`src/rtl/tgate_pkg.sv`:
```
package tgate_pkg;
    localparam int SRC_W = 2;

    typedef enum logic [SRC_W-1:0] {
        SRC_PIN  = 2'b00,
        SRC_OVF  = 2'b01,
        SRC_CMP1 = 2'b10,
        SRC_CMP2 = 2'b11
    } gate_src_e;

    typedef struct packed {
        logic pol;   // polarity-adjusted source
        logic tgl;   // toggle flip-flop
        logic stg;   // staged gate (toggle or direct)
        logic arm;   // single-pulse window open
        logic go;    // go/done
        logic gval;  // final gate level
        logic evt;   // sticky event flag
    } gate_state_t;
endpackage

```
`src/rtl/tgate_sync.sv`:
```
module tgate_sync #(
    parameter int WIDTH  = 3,
    parameter int STAGES = 2
) (
    input  logic             clk,
    input  logic             rst_n,
    input  logic [WIDTH-1:0] async_i,
    output logic [WIDTH-1:0] sync_o
);
    logic [WIDTH-1:0] stage_q [STAGES];
    logic [WIDTH-1:0] stage_d [STAGES];

    always_comb begin
        stage_d[0] = async_i;
        for (int i = 1; i < STAGES; i++) begin
            stage_d[i] = stage_q[i-1];
        end
    end

    always_ff @(posedge clk or negedge rst_n) begin
        if (!rst_n) begin
            for (int i = 0; i < STAGES; i++) begin
                stage_q[i] <= '0;
            end
        end else begin
            for (int i = 0; i < STAGES; i++) begin
                stage_q[i] <= stage_d[i];
            end
        end
    end

    assign sync_o = stage_q[STAGES-1];
endmodule

```
`src/rtl/tgate_srcmux.sv`:
```
module tgate_srcmux
    import tgate_pkg::*;
(
    input  logic [SRC_W-1:0] sel_i,
    input  logic             pin_i,
    input  logic             ovf_i,
    input  logic             cmp1_i,
    input  logic             cmp2_i,
    output logic             src_o
);
    always_comb begin
        unique case (gate_src_e'(sel_i))
            SRC_PIN:  src_o = pin_i;
            SRC_OVF:  src_o = ovf_i;
            SRC_CMP1: src_o = cmp1_i;
            SRC_CMP2: src_o = cmp2_i;
            default:  src_o = 1'b0;
        endcase
    end
endmodule

```
`src/rtl/tgate_core.sv`:
```
module tgate_core
    import tgate_pkg::*;
(
    input  logic clk,
    input  logic rst_n,
    input  logic src_i,
    input  logic timer_on_i,
    input  logic pol_sel_i,
    input  logic toggle_i,
    input  logic single_i,
    input  logic go_set_i,
    input  logic evt_clr_i,
    output logic gval_o,
    output logic go_o,
    output logic evt_o
);
    gate_state_t s_d, s_q;
    logic pol_rise, stg_rise, stg_fall;

    always_comb begin
        s_d      = s_q;
        s_d.pol  = pol_sel_i ? src_i : ~src_i;
        pol_rise = s_d.pol & ~s_q.pol;

        if (!toggle_i || !timer_on_i) begin
            s_d.tgl = 1'b0;
        end else if (pol_rise) begin
            s_d.tgl = ~s_q.tgl;
        end

        s_d.stg  = toggle_i ? s_d.tgl : s_d.pol;
        stg_rise = s_d.stg & ~s_q.stg;
        stg_fall = ~s_d.stg & s_q.stg;

        s_d.arm = single_i & s_q.go & s_d.stg & (s_q.arm | stg_rise);

        if (!single_i) begin
            s_d.go = 1'b0;
        end else if (go_set_i) begin
            s_d.go = 1'b1;
        end else if (s_q.arm && stg_fall) begin
            s_d.go = 1'b0;
        end

        s_d.gval = single_i ? s_d.arm : s_d.stg;

        if (s_q.gval && !s_d.gval) begin
            s_d.evt = 1'b1;
        end else if (evt_clr_i) begin
            s_d.evt = 1'b0;
        end
    end

    always_ff @(posedge clk or negedge rst_n) begin
        if (!rst_n) begin
            s_q <= '0;
        end else begin
            s_q <= s_d;
        end
    end

    assign gval_o = s_q.gval;
    assign go_o   = s_q.go;
    assign evt_o  = s_q.evt;

    AST_TGL_HELD_CLEAR: assert property (@(posedge clk) disable iff (!rst_n)
        (!toggle_i || !timer_on_i) |=> !s_q.tgl);
    AST_GO_NEEDS_SPM: assert property (@(posedge clk) disable iff (!rst_n)
        !single_i |=> !s_q.go);
    AST_EVT_ON_FALL: assert property (@(posedge clk) disable iff (!rst_n)
        $fell(s_q.gval) |-> s_q.evt);
    AST_EVT_STICKY: assert property (@(posedge clk) disable iff (!rst_n)
        (s_q.evt && !evt_clr_i) |=> s_q.evt);
    AST_GO_ENDS_WITH_PULSE: assert property (@(posedge clk) disable iff (!rst_n)
        (s_q.arm && single_i && !go_set_i) |=> (s_q.gval || !s_q.go));
endmodule

```
`src/rtl/tgate_unit.sv`:
```
module tgate_unit
    import tgate_pkg::*;
#(
    parameter int SYNC_STAGES = 2
) (
    input  logic             clk,
    input  logic             rst_n,
    input  logic             gate_pin_i,
    input  logic             ovf_pulse_i,
    input  logic             cmp1_i,
    input  logic             cmp2_i,
    input  logic [SRC_W-1:0] src_sel_i,
    input  logic             gate_en_i,
    input  logic             pol_sel_i,
    input  logic             toggle_mode_i,
    input  logic             single_mode_i,
    input  logic             go_set_i,
    input  logic             evt_clr_i,
    input  logic             timer_on_i,
    input  logic             count_tick_i,
    output logic             count_en_o,
    output logic             gate_val_o,
    output logic             go_busy_o,
    output logic             gate_evt_o
);
    localparam int NUM_ASYNC = 3;

    logic [NUM_ASYNC-1:0] async_raw, async_sync;
    logic                 src_sel;

    assign async_raw = {cmp2_i, cmp1_i, gate_pin_i};

    tgate_sync #(.WIDTH(NUM_ASYNC), .STAGES(SYNC_STAGES)) i_sync (
        .clk    (clk),
        .rst_n  (rst_n),
        .async_i(async_raw),
        .sync_o (async_sync)
    );

    tgate_srcmux i_mux (
        .sel_i (src_sel_i),
        .pin_i (async_sync[0]),
        .ovf_i (ovf_pulse_i),
        .cmp1_i(async_sync[1]),
        .cmp2_i(async_sync[2]),
        .src_o (src_sel)
    );

    tgate_core i_core (
        .clk       (clk),
        .rst_n     (rst_n),
        .src_i     (src_sel),
        .timer_on_i(timer_on_i),
        .pol_sel_i (pol_sel_i),
        .toggle_i  (toggle_mode_i),
        .single_i  (single_mode_i),
        .go_set_i  (go_set_i),
        .evt_clr_i (evt_clr_i),
        .gval_o    (gate_val_o),
        .go_o      (go_busy_o),
        .evt_o     (gate_evt_o)
    );

    assign count_en_o = count_tick_i & timer_on_i & (~gate_en_i | gate_val_o);

    AST_HOLD_WHEN_OFF: assert property (@(posedge clk) disable iff (!rst_n)
        !timer_on_i |-> !count_en_o);
    AST_GATED_HOLD: assert property (@(posedge clk) disable iff (!rst_n)
        (gate_en_i && !gate_val_o) |-> !count_en_o);
endmodule

```
`config.mk`:
```
export PLATFORM = sky130hd
export DESIGN_NAME = tgate_unit
export DESIGN_NICKNAME = d
export VERILOG_FILES = /design/src/rtl/tgate_pkg.sv /design/src/rtl/tgate_sync.sv /design/src/rtl/tgate_srcmux.sv /design/src/rtl/tgate_core.sv /design/src/rtl/tgate_unit.sv
export SDC_FILE = /design/constraint.sdc
export NUM_CORES = 1
export LEC_CHECK = 0
export ABC_AREA = 1
export CAP_MARGIN = 20
export CORE_MARGIN = 4
export CORE_UTILIZATION = 45
export DETAILED_ROUTE_END_ITERATION = 8
export GPL_TIMING_DRIVEN = 0
export PLACE_DENSITY = 0.82
export SYNTH_ARGS = -nofsm -noshare
export SYNTH_HDL_FRONTEND = slang
export SYNTH_SLANG_ARGS = --single-unit
```
`constraint.sdc`:
```
create_clock -name clk -period 1.9 [get_ports clk]
set_input_delay 0.285 -clock clk [delete_from_list [all_inputs] [get_ports clk]]
set_output_delay 0.285 -clock clk [all_outputs]
set_load 0.01 [all_outputs]
```
==> results.cfg, run 1 <==
[critical_path]
cp-end-kind = output port
worstReg2RegStart = i_sync.sync_o[2]$_DFF_PN0_
slowest_stage = clkdlybuf4s50_1
arrival_ps = 1480
cp_cell_sequence = clkdlybuf4s50_1 -> nand2_1 -> a21oi_1 -> clkdlybuf4s50_1
crit_type = input pin to output port
crit_start = timer_on_i
crit_family = buffers and inverters
cp_common_cell = clkdlybuf4s50_1
worst-path-buf-inv = 2
slowest_delay_ps = 550
crit_required_ps = 1620
startpoint_type = input pin
crit_fanout = 2

[layout]
antennaDiodeCount = 0
fin_cells = 99
fin_nets = 102
area_growth_pct = 40.1
drive_above_1_share = 0.176
n_fill_cell = 98

[route]
drt.antenna.violating_nets = 0
met2WireLength_um = 537
routed_wl_um = 1050
highest_layer = met4
vias_per_cell = 4.57
first_pass_iters = 2
wire_per_inst_um = 10.6
drtIter0Drc = 5
wl_met3_um = 73
drc = 0
vias = 452
route.layer.met1.wl_um = 430

[outcome]
status = complete, no violations

[run]
max_cap_viol_count = 0

[cts]
cts_resized = 0
cts_max_level = 1
cts_inserted_buffers = 3
clock_latency_ps = 270
post-cts-setup-buffers = 0
cts_buffer_depth = 2
root_buffer = clkbuf_4
cts_sinks = 13
clk_pin_slew_ps = 80
tritoncts = yes
postCtsHoldBufs = 0

[sta]
post-route-period-util = 0.927
worst_slew_pin_slew_ps = 551
finalSetupViolations = 0
rsz0062_at_grt = false
tns_ps = 0
fmax_mhz = 568
slew_violations = 0
fin_crit_ps = 1760
hold_viol = 0
skew_ps = 3.67
slew_headroom = 0.631
finalWorstSetupSlack_ps = 140

[yosys]
synth-seq-cells = 13
yosys.area_share.simple = 0.333
synth_top_area_share = 0.554
synth.avg_cell_area_um2 = 9.46
synth_nets = 78
syn_area_um2 = 587
synth-compound-area-share = 0.0171
synthAdderAreaFrac = 0
synthXorXnorAreaFrac = 0
synth.area.top_cells = dfrtp_1, nand2_1, inv_1
synth_cell_types = 13
synth.area.mux_share = 0
synth_top_family_by_area = simple AND/OR/NAND/NOR gates
synth_top_area_cell = dfrtp_1
netlist_instances = 62
yosysWarningCount = 0
ys_seq_area_frac = 0.554

[power]
powerDensity_nw_per_um2 = 719
p_leak_uw = 0.000421
ir_drop_v = 0.000612

[placed_design]
place_ws_ps = 146
gp_congestion = 0.788
dp_cells = 95
hpwl_um = 810
place.port_buffers = 19

[grt]
grt_pass1_wl_um = 1860
first_global_vias = 490
grt_max_degree = 14
antenna_found_initial = 0
grt.overflow.total = 0
track_usage = 0.131

[min_path]
hold_class = flip-flop to flip-flop
hold_start = i_sync.stage_d[1]$_DFF_PN0_

[floorplan]
core_um2 = 1170
ios = 20
die_w_um = 44.1
chipHeight_um = 44.1
fp-row-count = 12
die_area_um2 = 1950
initial_core_util = 0.501
## logic make-up (layout without fill, tap and decap cells)
kind of cell | after synthesis | count (layout)
simple gates | 32 | 32
buf+inv | 15 | 38
flops | 13 | 13
compound gates | 2 | 2
## through the flow
stage / hold WS, ps / cell area, µm² / power, µW / util
2_1_floorplan: -10.6 / 587 / 367 / -
3_3_place_gp: 332 / 795 / 427 / 0.678
3_5_place_dp: 336 / 795 / 430 / 0.678
4_1_cts: 355 / 822 / 598 / 0.702
5_1_grt: 374 / 822 / 626 / 0.702
6_report: 353 / 822 / 591 / 0.702
## synth_stat cells, drive strengths merged
cell type,count
nand3,9
a21oi,1
nand2,21
dfrtp,13
nor2,1
inv,15
o21ai,1
nor3,1
## final cells by class
| type | instances | area [µm²] | area share |
|---|---|---|---|
| inverter | 15 | 56.3 | 0.0685 |
| clock inverter | 1 | 5.00 | 0.00609 |
| tap | 14 | 17.5 | 0.0213 |
| sequential | 13 | 325 | 0.396 |
| multi-input combinational | 34 | 205 | 0.250 |
| timing repair buffer | 19 | 190 | 0.231 |
| clock buffer | 3 | 22.5 | 0.0274 |
## cells in the final DEF, fill, tap and decap left out, types with 2 or more instances in the layout
cell type        count
clkbuf_4             3
clkdlybuf4s50_1     19
dfrtp_1             13
inv_1               14
nand2_1             16
nand2_2              3
nand2_4              2
nand3_1              5
nand3_2              2
nand3_4              2
## registers in the layout (all words and copies together), names as in the netlist
register,count
i_core.s_q,4
i_sync.stage_d,3
i_sync.sync_o,3
i_core.evt_o,1
i_core.go_o,1
i_core.gval_o,1
## worst paths after layout
kind,end,cells after the start,slack [ps]
max,count_en_o,4,140
min,i_sync.sync_o[1]$_DFF_PN0_,0,350
max reg2reg,i_core.go_o$_DFFE_PN0P_,10,650
min reg2reg,i_sync.sync_o[1]$_DFF_PN0_,0,350
max in group asynchronous,i_core.s_q[6]$_DFF_PN0_,1,1170
min in group asynchronous,i_core.gval_o$_DFF_PN0_,1,370
## layer usage
metal | vias to the layer above | track usage
li1 | 229 | -
met1 | 205 | 0.138
met2 | 16 | 0.241
met3 | 2 | 0.0244
met4 | 0 | 0.0723
met5 | - | 0
## where the power goes
part           leakage [µW]  internal (µW)  switching (µW)
sequential         0.000161            296            9.75
clock             0.0000177           77.9            89.1
combinational      0.000243           61.4            56.8
total              0.000421            436             156
No activity file was read; power rests on OpenSTA's default activity.
==> run 2: changes to the inputs <==
--- a/config.mk
+++ b/config.mk
@@ -5,13 +5,11 @@
 export SDC_FILE = /design/constraint.sdc
 export NUM_CORES = 1
 export LEC_CHECK = 0
-export ABC_AREA = 1
-export CAP_MARGIN = 20
-export CORE_MARGIN = 4
-export CORE_UTILIZATION = 45
+export CORE_AREA = 4 4 41 43
 export DETAILED_ROUTE_END_ITERATION = 8
+export DIE_AREA = 0 0 45 47
 export GPL_TIMING_DRIVEN = 0
-export PLACE_DENSITY = 0.82
+export PLACE_DENSITY = 0.75
 export SYNTH_ARGS = -nofsm -noshare
 export SYNTH_HDL_FRONTEND = slang
 export SYNTH_SLANG_ARGS = --single-unit
==> results.cfg, run 2 <==
[floorplan]
die_area_um2 = 2120
core_um2 = 1300
initial_core_util = 0.394
die_w_um = 45
fp-row-count = 13
ios = 20
chipHeight_um = 47

[critical_path]
worst-path-buf-inv = 3
crit_required_ps = 2050
crit_family = buffers and inverters
cp-end-kind = flip-flop
cp_cell_sequence = clkdlybuf4s50_1 -> mux4_2 -> xor2_2 -> inv_2 -> buf_4 -> nand2b_1 -> a311o_1
worstReg2RegStart = i_sync.sync_o[2]$_DFF_PN0_
slowest_stage = mux4_2
crit_fanout = 5
slowest_delay_ps = 470
arrival_ps = 2000
startpoint_type = input pin
rr_endpoint = i_core.evt_o$_DFFE_PN0P_
crit_type = input pin to flip-flop
reg2reg_slack_ps = 100
reg2reg_depth = 6

[route]
drtIter0Drc = 3
first_pass_iters = 2
vias_per_cell = 4.80
routed_wl_um = 941
vias = 394
drc = 0
wire_per_inst_um = 11.5
drt.antenna.violating_nets = 0

[grt]
grt_pass1_wl_um = 1520
track_usage = 0.107
first_global_vias = 397
grt_max_degree = 14
grt.overflow.total = 0
antenna_found_initial = 0

[yosys]
synth_ff_type = dfrtp_1
synth_common_cells = dfrtp_1, nand2_1, inv_1, o21ai_0, a21oi_1
synth_top_area_share = 0.634
synth_cell_types = 20
yosysWarningCount = 0
synth.area.top_cells = dfrtp_1, mux4_2, nand2_1
syn_area_um2 = 513
ys_seq_area_frac = 0.634
synth-seq-cells = 13
synth.avg_cell_area_um2 = 12.5
synth_edf_count = 0
async_flop_share = 1.00
synth_nets = 57
synth_top_area_cell = dfrtp_1
netlist_instances = 41
synth.most_common_cell = dfrtp_1

[layout]
drive_above_1_share = 0.209
most-common-layout-cells = clkdlybuf4s50_1, dfrtp_1, nand2_1
multi_input_area_um2 = 188
fin_cells = 82
regMostFlops = i_core.s_q
n_fill_cell = 123
largest_reg_flops = 4
final_common_cell = clkdlybuf4s50_1
fin_nets = 84
register_area_um2 = 325
area_growth_pct = 52.9
antennaDiodeCount = 0

[power]
powerDensity_nw_per_um2 = 785
intPower_uw = 472
p_sw_uw = 145
combinationalPowerShare = 0.233
pwr-share-clk = 0.254
ir_drop_v = 0.000493
seq_power_share = 0.513
p_leak_uw = 0.000340
swShare = 0.235

[cts]
cts_buffer_depth = 2
cts_inserted_buffers = 3
tritoncts = yes
postCtsHoldBufs = 0
cts_sinks = 13
cts_max_level = 1
root_buffer = clkbuf_4
clk_pin_slew_ps = 70
clock_latency_ps = 260

[sta]
post-route-period-util = 0.972
fin_crit_ps = 1850
finalWorstSetupSlack_ps = 52.3
hold_viol = 0
skew_ps = 3.00
finalSetupViolations = 0
worst_slew_pin_slew_ps = 544
fmax_mhz = 541
rsz0062_at_grt = false
slew_headroom = 0.637
slew_violations = 0

[min_path]
hold_end = i_sync.sync_o[2]$_DFF_PN0_
hold_class = flip-flop to flip-flop
hold_path_depth = 0
hold_start = i_sync.stage_d[2]$_DFF_PN0_

[run]
max_cap_viol_count = 0

[placed_design]
place_ws_ps = -462
dp_cells = 75
hpwl_um = 711
gp_congestion = 0.773
place.port_buffers = 19

[outcome]
status = complete, no violations
## run 2: cell types whose count changed after synthesis, sizes merged, moves of 2 or more
| cell | change |
|---|---|
| nand2 | -16 |
| inv | -11 |
| nand3 | -8 |
| o21ai | +2 |
## run 2: worst max path at each step
stage,startpoint,endpoint,slack [ps],cells past startpoint
floorplan,i_sync.sync_o[2]$_DFF_PN0_,i_core.evt_o$_DFFE_PN0P_,70,5
global placement,src_sel_i[0],i_core.evt_o$_DFFE_PN0P_,-450,6
detailed placement,src_sel_i[0],i_core.evt_o$_DFFE_PN0P_,-460,6
CTS,ovf_pulse_i,i_core.gval_o$_DFF_PN0_,20,7
global route,ovf_pulse_i,i_core.evt_o$_DFFE_PN0P_,8,7
finish,ovf_pulse_i,i_core.evt_o$_DFFE_PN0P_,50,7
## run 2: through the flow
step	hold WS, ps	util	setup TNS, ps	area [µm²]	power (µW)
floorplan	-10.6	-	0	513	376
global placement	333	0.555	-1570	722	445
detailed placement	336	0.555	-1690	722	448
CTS	353	0.591	0	769	619
global route	370	0.603	0	785	660
finish	349	0.603	0	785	616
## run 2: cells by family (layout without fill, tap and decap cells)
logic type / count (synthesis) / in the layout / share of synthesized area
buffers and inverters: 4 / 30 / 0.0293
AOI/OAI and AO/OA: 9 / 9 / 0.110
muxes: 2 / 2 / 0.0732
and+or+nand+nor: 11 / 11 / 0.105
DFF: 13 / 13 / 0.634
xor gates and xnor gates: 2 / 2 / 0.0488
## run 2: timing repair
item,in CTS,in global routing
buffers inserted,3,0
gates resized for setup,1,3
endpoints found under the setup margin,2,4
pin swaps,2,1
## run 2: area by class of cell
| class | count | area share |
|---|---|---|
| repair buffers | 22 | 0.270 |
| flip-flops and latches | 13 | 0.415 |
| clock buffers | 4 | 0.0335 |
| well taps | 15 | 0.0239 |
| multi-input cells | 24 | 0.239 |
| inverters | 4 | 0.0191 |
## run 2: metal layers
layer,vias to the layer above,global-route usage,share of wire
li1,193,-,-
met1,192,0.114,0.41
met2,7,0.175,0.53
met3,2,0.0345,0.046
met4,0,0.0877,0.020
met5,-,0,0
## run 2: power groups by stage
stage | Sequential [µW] | Combinational, µW | Clock (µW)
floorplan | 324 | 51.6 | 0
global placement | 321 | 124 | 0
detailed placement | 322 | 126 | 0
CTS | 316 | 139 | 164
global route | 320 | 157 | 182
finish | 316 | 143 | 156
## run 2: worst register-to-register path, cell delays in order, from the launching register on
cell and delay, ps:
dfrtp_1 360, mux4_2 490, xor2_2 170, inv_2 70, buf_4 110, nand2b_1 150
a311o_1 350
